===== src/rtl/mac_pkg.sv =====
package mac_pkg;
    typedef enum logic [1:0] {
        OP_SMUL  = 2'd0,
        OP_UMUL  = 2'd1,
        OP_MAC32 = 2'd2,
        OP_MAC16 = 2'd3
    } mac_op_e;

    typedef enum logic [1:0] {
        ST_IDLE = 2'd0,
        ST_MULT = 2'd1,
        ST_ACC  = 2'd2
    } ctrl_state_e;
endpackage


===== src/rtl/mac_ctrl.sv =====
module mac_ctrl
    import mac_pkg::*;
(
    input  logic clk,
    input  logic rst_n,
    input  logic start,
    output logic busy,
    output logic accept,
    output logic commit,
    output logic done
);
    ctrl_state_e state, state_nx;

    always_comb begin
        state_nx = state;
        unique case (state)
            ST_IDLE: if (start) state_nx = ST_MULT;
            ST_MULT: state_nx = ST_ACC;
            ST_ACC:  state_nx = ST_IDLE;
            default: state_nx = ST_IDLE;
        endcase
    end

    always_ff @(posedge clk or negedge rst_n) begin
        if (!rst_n) begin
            state <= ST_IDLE;
            done  <= 1'b0;
        end else begin
            state <= state_nx;
            done  <= (state == ST_ACC);
        end
    end

    always_comb begin
        busy   = (state != ST_IDLE);
        accept = (state == ST_IDLE) && start;
        commit = (state == ST_ACC);
    end


    mult_to_acc_chk: assert property (@(posedge clk) disable iff (!rst_n)
        (state == ST_MULT) |=> (state == ST_ACC));


    done_after_acc_chk: assert property (@(posedge clk) disable iff (!rst_n)
        (state == ST_ACC) |=> (done && !busy));


    start_busy_ignored_chk: assert property (@(posedge clk) disable iff (!rst_n)
        (busy && start) |=> (state != ST_MULT));
endmodule


===== src/rtl/mac_mult.sv =====
module mac_mult
    import mac_pkg::*;
#(
    parameter int W = 32
) (
    input  logic           clk,
    input  logic           rst_n,
    input  logic           load,
    input  mac_op_e        op,
    input  logic [W-1:0]   a,
    input  logic [W-1:0]   b,
    output logic [2*W-1:0] prod
);
    localparam int HW = W / 2;

    logic [W:0]       ea_d, eb_d, ea_q, eb_q;
    logic [2*W+1:0]   full;

    always_comb begin
        unique case (op)
            OP_UMUL: begin
                ea_d = {1'b0, a};
                eb_d = {1'b0, b};
            end
            OP_MAC16: begin
                ea_d = {{(HW+1){a[HW-1]}}, a[HW-1:0]};
                eb_d = {{(HW+1){b[HW-1]}}, b[HW-1:0]};
            end
            default: begin
                ea_d = {a[W-1], a};
                eb_d = {b[W-1], b};
            end
        endcase
    end

    assign full = $signed({{(W+1){ea_q[W]}}, ea_q}) * $signed({{(W+1){eb_q[W]}}, eb_q});

    always_ff @(posedge clk or negedge rst_n) begin
        if (!rst_n) begin
            ea_q <= '0;
            eb_q <= '0;
            prod <= '0;
        end else begin
            if (load) begin
                ea_q <= ea_d;
                eb_q <= eb_d;
            end
            prod <= full[2*W-1:0];
        end
    end
endmodule


===== src/rtl/mac_sat.sv =====
module mac_sat
    import mac_pkg::*;
#(
    parameter int W = 32
) (
    input  mac_op_e        op,
    input  logic           sat,
    input  logic [2*W-1:0] acc,
    input  logic [2*W-1:0] prod,
    output logic [2*W-1:0] res
);
    localparam int HW = W / 2;
    localparam logic [2*W-1:0] POS_LIM = {{(W+1){1'b0}}, {(W-1){1'b1}}};
    localparam logic [2*W-1:0] NEG_LIM = {{(W+1){1'b1}}, {(W-1){1'b0}}};
    localparam logic [W-1:0]   FLAG    = W'(1);

    logic [2*W-1:0] sum;
    assign sum = acc + prod;

    always_comb begin
        res = sum;
        unique case (op)
            OP_SMUL, OP_UMUL: res = prod;
            OP_MAC32: begin
                if (sat) begin
                    if (sum[2*W-1]) res[2*W-1 -: HW] = '1;
                    else            res[2*W-1 -: HW+1] = '0;
                end
            end
            OP_MAC16: begin
                if (sat) begin
                    if ($signed(sum) < $signed(NEG_LIM))
                        res = {FLAG, 1'b1, {(W-1){1'b0}}};
                    else if ($signed(sum) > $signed(POS_LIM))
                        res = {FLAG, 1'b0, {(W-1){1'b1}}};
                end
            end
            default: res = sum;
        endcase
    end
endmodule


===== src/rtl/mac_unit.sv =====
module mac_unit
    import mac_pkg::*;
#(
    parameter int W = 32
) (
    input  logic         clk,
    input  logic         rst_n,
    input  logic         start,
    input  logic [1:0]   op,
    input  logic         sat_en,
    input  logic [W-1:0] opnd_a,
    input  logic [W-1:0] opnd_b,
    input  logic         clr,
    input  logic         wr_hi,
    input  logic         wr_lo,
    input  logic [W-1:0] wr_data,
    output logic [W-1:0] acc_hi,
    output logic [W-1:0] acc_lo,
    output logic         busy,
    output logic         done
);
    localparam int HW = W / 2;

    logic           accept, commit;
    mac_op_e        op_in, op_q;
    logic           sat_q;
    logic [2*W-1:0] prod, res;

    assign op_in = mac_op_e'(op);

    mac_ctrl u_ctrl (
        .clk    (clk),
        .rst_n  (rst_n),
        .start  (start),
        .busy   (busy),
        .accept (accept),
        .commit (commit),
        .done   (done)
    );

    mac_mult #(.W(W)) u_mult (
        .clk   (clk),
        .rst_n (rst_n),
        .load  (accept),
        .op    (op_in),
        .a     (opnd_a),
        .b     (opnd_b),
        .prod  (prod)
    );

    mac_sat #(.W(W)) u_sat (
        .op   (op_q),
        .sat  (sat_q),
        .acc  ({acc_hi, acc_lo}),
        .prod (prod),
        .res  (res)
    );

    always_ff @(posedge clk or negedge rst_n) begin
        if (!rst_n) begin
            op_q  <= OP_SMUL;
            sat_q <= 1'b0;
        end else if (accept) begin
            op_q  <= op_in;
            sat_q <= sat_en;
        end
    end

    always_ff @(posedge clk or negedge rst_n) begin
        if (!rst_n) begin
            acc_hi <= '0;
            acc_lo <= '0;
        end else if (commit) begin
            acc_hi <= res[2*W-1:W];
            acc_lo <= res[W-1:0];
        end else if (!busy) begin
            if (clr) begin
                acc_hi <= '0;
                acc_lo <= '0;
            end else begin
                if (wr_hi) acc_hi <= wr_data;
                if (wr_lo) acc_lo <= wr_data;
            end
        end
    end


    busy_hold_chk: assert property (@(posedge clk) disable iff (!rst_n)
        (busy && !commit) |=> ($stable(acc_hi) && $stable(acc_lo)));


    mac32_fill_chk: assert property (@(posedge clk) disable iff (!rst_n)
        (commit && op_q == OP_MAC32 && sat_q) |=>
        ((acc_hi[W-1 -: HW] == '1) || (acc_hi[W-1 -: HW+1] == '0)));


    mac16_clamp_chk: assert property (@(posedge clk) disable iff (!rst_n)
        (commit && op_q == OP_MAC16 && sat_q) |=>
        ((acc_hi == {W{acc_lo[W-1]}}) ||
         (acc_hi == W'(1) && (acc_lo == {1'b1, {(W-1){1'b0}}} || acc_lo == {1'b0, {(W-1){1'b1}}}))));


    done_not_busy_chk: assert property (@(posedge clk) disable iff (!rst_n)
        done |-> !busy);
endmodule


===== config.mk =====
export PLATFORM = sky130hd
export DESIGN_NAME = mac_unit
export DESIGN_NICKNAME = d
export VERILOG_FILES = /design/src/rtl/mac_pkg.sv /design/src/rtl/mac_ctrl.sv /design/src/rtl/mac_mult.sv /design/src/rtl/mac_sat.sv /design/src/rtl/mac_unit.sv
export SDC_FILE = /design/constraint.sdc
export NUM_CORES = 2
export LEC_CHECK = 0
export ABC_AREA = 1
export CORE_ASPECT_RATIO = 1.25
export CORE_MARGIN = 2
export CORE_UTILIZATION = 35
export DETAILED_ROUTE_END_ITERATION = 7
export PLACE_DENSITY_LB_ADDON = 0.3
export SYNTH_ARGS = -nofsm -noshare
export SYNTH_HDL_FRONTEND = slang
export SYNTH_HIERARCHICAL = 1
export SYNTH_SLANG_ARGS = --single-unit

===== constraint.sdc =====
create_clock -name clk -period 9 [get_ports clk]
set_input_delay 1.8 -clock clk [delete_from_list [all_inputs] [get_ports clk]]
set_output_delay 1.8 -clock clk [all_outputs]
set_load 0.1 [all_outputs]

==> insert_results.sql <==
INSERT INTO impl_metrics (metric_group, metric, value, unit) VALUES
('global_route', 'groute.usage.overall', '24.7', '%'),
('clock_network', 'cts-htree-levels', '4', ''),
('sta', 'final.setup.tns', '0', 'ns'),
('synthesis', 'synth-compound-area-share', '3.08', '%'),
('sta', 'final_hold_viol_count', '0', ''),
('synthesis', 'yosys.cell_types.count', '51', ''),
('synthesis', 'synthesis.area', '0.0561', 'sq mm'),
('synthesis', 'synthesis.nets', '9326', ''),
('cells_and_area', 'areaGrowthSynthToFinish', '7.77', '%'),
('global_route', 'grt.overflow.total', '0', ''),
('clock_network', 'cts_buffer_depth', '2', ''),
('floorplan', 'initial_core_util', '35.2', '%'),
('floorplan', 'core.rowCount', '164', ''),
('sta', 'max_freq', '0.119', 'GHz'),
('setup_path', 'timing.critical_path.buf_inv', '8', ''),
('run_status', 'status', 'completed', ''),
('setup_path', 'cp_data_arrival_time', '8.83', 'ns'),
('detailed_routing', 'routed_wire_length_per_instance', '19.8', 'microns'),
('synthesis', 'synth_adder_area_share', '46.3', '%'),
('cells_and_area', 'nets', '9287', ''),
('synthesis', 'postSynthRegisterBits', '200', ''),
('sta', 'rsz0062_at_grt', 'false', ''),
('synthesis', 'seq_area_frac_synth', '8.93', '%'),
('clock_network', 'cts_setup_buffers', '0', ''),
('global_route', 'grt_first_pass_wirelength', '305000', 'microns'),
('synthesis', 'synth_warnings', '6', ''),
('sta', 'max_slew.worst_pin.slew', '1.22', 'ns'),
('clock_network', 'cts_repair_resize_count', '0', ''),
('detailed_routing', 'starting_drc_count_in_detailed_routing', '3100', ''),
('sta', 'period_needed', '8.41', 'ns'),
('detailed_routing', 'detail_route.first_pass.iterations', '5', ''),
('detailed_routing', 'drtAntennaViolNets', '0', ''),
('clock_network', 'cts.root.buffer_cell', 'sky130_fd_sc_hd__clkbuf_16', ''),
('sta', 'drv_slew', '0', ''),
('synthesis', 'post_synth_xor_area_fraction', '1.20', '%'),
('floorplan', 'floorplan.core_area', '0.159', 'sq mm'),
('global_route', 'antenna_found_initial', '7', ''),
('synthesis', 'netlist_instances', '7820', ''),
('setup_path', 'crit_path_max_incr_delay', '0.85', 'ns'),
('sta', 'clock_skew', '0.0380', 'ns'),
('setup_path', 'cp_data_required_time', '9.42', 'ns'),
('clock_network', 'clkTransAtPathRegs', '0.12', 'ns'),
('synthesis', 'synth_top_family_by_area', 'adder cells', ''),
('synthesis', 'synth-async-reset-ratio', '100', '%'),
('setup_path', 'worstSetupPathType', 'flop to flop', ''),
('cells_and_area', 'post_route_cells_drive_above_1_share', '3.07', '%'),
('clock_network', 'clkSinkCount', '200', ''),
('setup_path', 'timing.critical_path.max_delay_family', 'adder cells', ''),
('synthesis', 'post_synth_and_or_nand_nor_area_fraction', '23.2', '%'),
('setup_path', 'worst_setup_path_startpoint', 'u_mult/eb_q[6]$_DFFE_PN0P_', ''),
('placement', 'io_buffers', '170', ''),
('floorplan', 'die_x', '362', 'microns'),
('min_path', 'hold_path_class', 'flop to flop', ''),
('cells_and_area', 'filler_cell_count', '16900', ''),
('setup_path', 'worstSetupPathDepth', '26', ''),
('setup_path', 'critical_path.endpoint_type', 'flop', ''),
('placement', 'finalWeightedCongestion', '0.992', ''),
('sta', 'final_count_of_negative_setup_slack_endpoints', '0', ''),
('clock_network', 'number_of_buffers_inserted_during_clock_tree_synthesis', '17', ''),
('global_route', 'grt_pass1_vias', '51200', ''),
('setup_path', 'timing.reg2reg.setup_slack', '0.59', 'ns'),
('setup_path', 'crit_end', 'u_mult/prod[61]$_DFF_PN0_', ''),
('clock_network', 'tritoncts', 'yes', ''),
('setup_path', 'r2r_start', 'u_mult/eb_q[6]$_DFFE_PN0P_', ''),
('sta', 'layout_worst_path_cycle_share', '93.4', '%'),
('global_route', 'grt_start_max_net_pins', '82', ''),
('detailed_routing', 'route.detailed.vias_per_inst', '4.79', ''),
('synthesis', 'muxShareOfSynthArea', '0.0603', '%'),
('setup_path', 'critPathLaunchType', 'flop', ''),
('setup_path', 'worstPathMaxFanout', '11', ''),
('placement', 'hpwl_after_detailed_placement', '167000', 'microns');
## worst min path at each step
stage,startpoint,endpoint,cells past startpoint
after floorplan,u_ctrl/state[1]$_DFFE_PN0P_,u_ctrl/state[1]$_DFFE_PN0P_,1
after global placement,u_ctrl/state[1]$_DFFE_PN0P_,u_ctrl/state[1]$_DFFE_PN0P_,1
after detailed placement,u_ctrl/state[1]$_DFFE_PN0P_,u_ctrl/state[1]$_DFFE_PN0P_,1
after CTS,u_ctrl/state[1]$_DFFE_PN0P_,u_ctrl/state[1]$_DFFE_PN0P_,1
after global routing,u_ctrl/state[1]$_DFFE_PN0P_,u_ctrl/state[1]$_DFFE_PN0P_,1
final,u_ctrl/state[1]$_DFFE_PN0P_,u_ctrl/state[1]$_DFFE_PN0P_,1
## worst register-to-register path: stages (launching register included)
cell                      delay, ns
sky130_fd_sc_hd__dfrtp_1       0.56
sky130_fd_sc_hd__nand2_1       0.23
sky130_fd_sc_hd__inv_1         0.08
sky130_fd_sc_hd__fa_1          0.53
sky130_fd_sc_hd__inv_1         0.14
sky130_fd_sc_hd__fa_1          0.58
sky130_fd_sc_hd__inv_1         0.13
sky130_fd_sc_hd__fa_1          0.57
sky130_fd_sc_hd__inv_1         0.06
sky130_fd_sc_hd__fa_1          0.85
sky130_fd_sc_hd__inv_1         0.32
sky130_fd_sc_hd__fa_1          0.52
sky130_fd_sc_hd__fa_1          0.55
sky130_fd_sc_hd__inv_1         0.05
sky130_fd_sc_hd__fa_1          0.45
sky130_fd_sc_hd__fa_1          0.49
sky130_fd_sc_hd__inv_1         0.04
sky130_fd_sc_hd__ha_1          0.46
sky130_fd_sc_hd__nand2_1       0.12
sky130_fd_sc_hd__nor2_1        0.19
sky130_fd_sc_hd__inv_1         0.13
sky130_fd_sc_hd__nor2_1        0.25
sky130_fd_sc_hd__nand2_1       0.23
sky130_fd_sc_hd__nor3_1        0.23
sky130_fd_sc_hd__nand2_1       0.28
sky130_fd_sc_hd__nand4_1       0.17
sky130_fd_sc_hd__nand2_1       0.06
## area by class of cell
| class | count | area (sq um) | share of cell area (%) |
|---|---|---|---|
| Clock inverter | 13 | 183 | 0.302 |
| Multi-Input combinational cell | 5087 | 41500 | 68.6 |
| Timing Repair Buffer | 268 | 2440 | 4.04 |
| Antenna cell | 1 | 2.50 | 0.00414 |
| Tap cell | 2075 | 2600 | 4.30 |
| Inverter | 2207 | 8290 | 13.7 |
| Sequential cell | 200 | 5020 | 8.30 |
| Clock buffer | 19 | 433 | 0.717 |
## synth_stat cells, types with 3 or more instances
master / number / share of area (%)
sky130_fd_sc_hd__xnor2_1: 10 / 0.16
sky130_fd_sc_hd__buf_6: 3 / 0.060
sky130_fd_sc_hd__nand3_1: 189 / 1.7
sky130_fd_sc_hd__fa_1: 1126 / 40
sky130_fd_sc_hd__xor2_1: 67 / 1.0
sky130_fd_sc_hd__nor3_2: 4 / 0.071
sky130_fd_sc_hd__clkinv_1: 3 / 0.020
sky130_fd_sc_hd__nand2_2: 29 / 0.32
sky130_fd_sc_hd__o211ai_1: 19 / 0.25
sky130_fd_sc_hd__nand2_1: 2669 / 18
sky130_fd_sc_hd__nand3b_1: 8 / 0.11
sky130_fd_sc_hd__and2_1: 3 / 0.033
sky130_fd_sc_hd__inv_2: 13 / 0.087
sky130_fd_sc_hd__o21bai_1: 9 / 0.12
sky130_fd_sc_hd__a21oi_2: 3 / 0.047
sky130_fd_sc_hd__o21ai_0: 89 / 0.79
sky130_fd_sc_hd__o21ai_1: 8 / 0.071
sky130_fd_sc_hd__buf_2: 10 / 0.089
sky130_fd_sc_hd__buf_1: 6 / 0.040
sky130_fd_sc_hd__dfrtp_1: 200 / 8.9
sky130_fd_sc_hd__nor2_2: 27 / 0.30
sky130_fd_sc_hd__nand4_1: 29 / 0.32
sky130_fd_sc_hd__nor2_1: 297 / 2.0
sky130_fd_sc_hd__a21o_1: 5 / 0.067
sky130_fd_sc_hd__a31oi_1: 4 / 0.045
sky130_fd_sc_hd__a22oi_1: 11 / 0.15
sky130_fd_sc_hd__a21oi_1: 147 / 1.3
sky130_fd_sc_hd__mux2_2: 3 / 0.060
sky130_fd_sc_hd__nor3_1: 20 / 0.18
sky130_fd_sc_hd__ha_1: 275 / 6.1
sky130_fd_sc_hd__clkbuf_1: 288 / 1.9
sky130_fd_sc_hd__nand3_2: 7 / 0.12
sky130_fd_sc_hd__inv_1: 2190 / 15
sky130_fd_sc_hd__buf_4: 19 / 0.25
sky130_fd_sc_hd__nor4_1: 8 / 0.089
## per-stage QoR
step                worst slack, ns  area [sq um]  util (%)  hold slack (ns)  cells
global route                 0.0497         60400      37.9            0.468   9869
finish                        0.595         60400      37.9            0.448   9870
floorplan                      1.59         56100         -            0.420   7820
CTS                           0.487         60400      37.9            0.449   9869
detailed placement            0.538         59800      37.5            0.438   9837
global placement              0.556         59800      37.5            0.433   9837
## sequential cells by signal, indices dropped and copies added, names as in the netlist
register	flops
u_mult/prod	64
u_mult/eb_q	33
sat_q	1
acc_lo	32
acc_hi	32
u_ctrl/state	2
op_q	2
u_mult/ea_q	33
u_ctrl/done	1
## layout by cell type, fill, tap and decap left out, drive strengths merged, types with 11 or more instances in the layout
| cell | count |
|---|---|
| a21oi | 151 |
| a22oi | 11 |
| buf | 99 |
| clkbuf | 19 |
| clkdlybuf4s50 | 169 |
| dfrtp | 200 |
| fa | 1126 |
| ha | 275 |
| inv | 2209 |
| nand2 | 2699 |
| nand3 | 196 |
| nand4 | 29 |
| nor2 | 324 |
| nor3 | 24 |
| o211ai | 19 |
| o21ai | 100 |
| o21bai | 11 |
| xor2 | 67 |
## cell families after synthesis
family	Yosys count
XOR/XNOR	77
adder cells (fa/ha/maj)	1401
flip-flops	200
AO/OA/AOI/OAI	308
AND/OR/NAND/NOR	3298
multiplexers	3
buffers and inverters	2533
## per-layer routing
layer / wire, microns / vias to the layer above / GRT usage, %
met5: 60 / - / 0
met4: 10900 / 10 / 11.8
met3: 10900 / 429 / 3.21
met2: 96900 / 1618 / 43.5
met1: 76800 / 23400 / 29.7
li1: - / 21900 / -
Power is left out: the tool's default activity adds up to more than one toggle a clock period on the data nets, which glitch-free logic cannot reach.
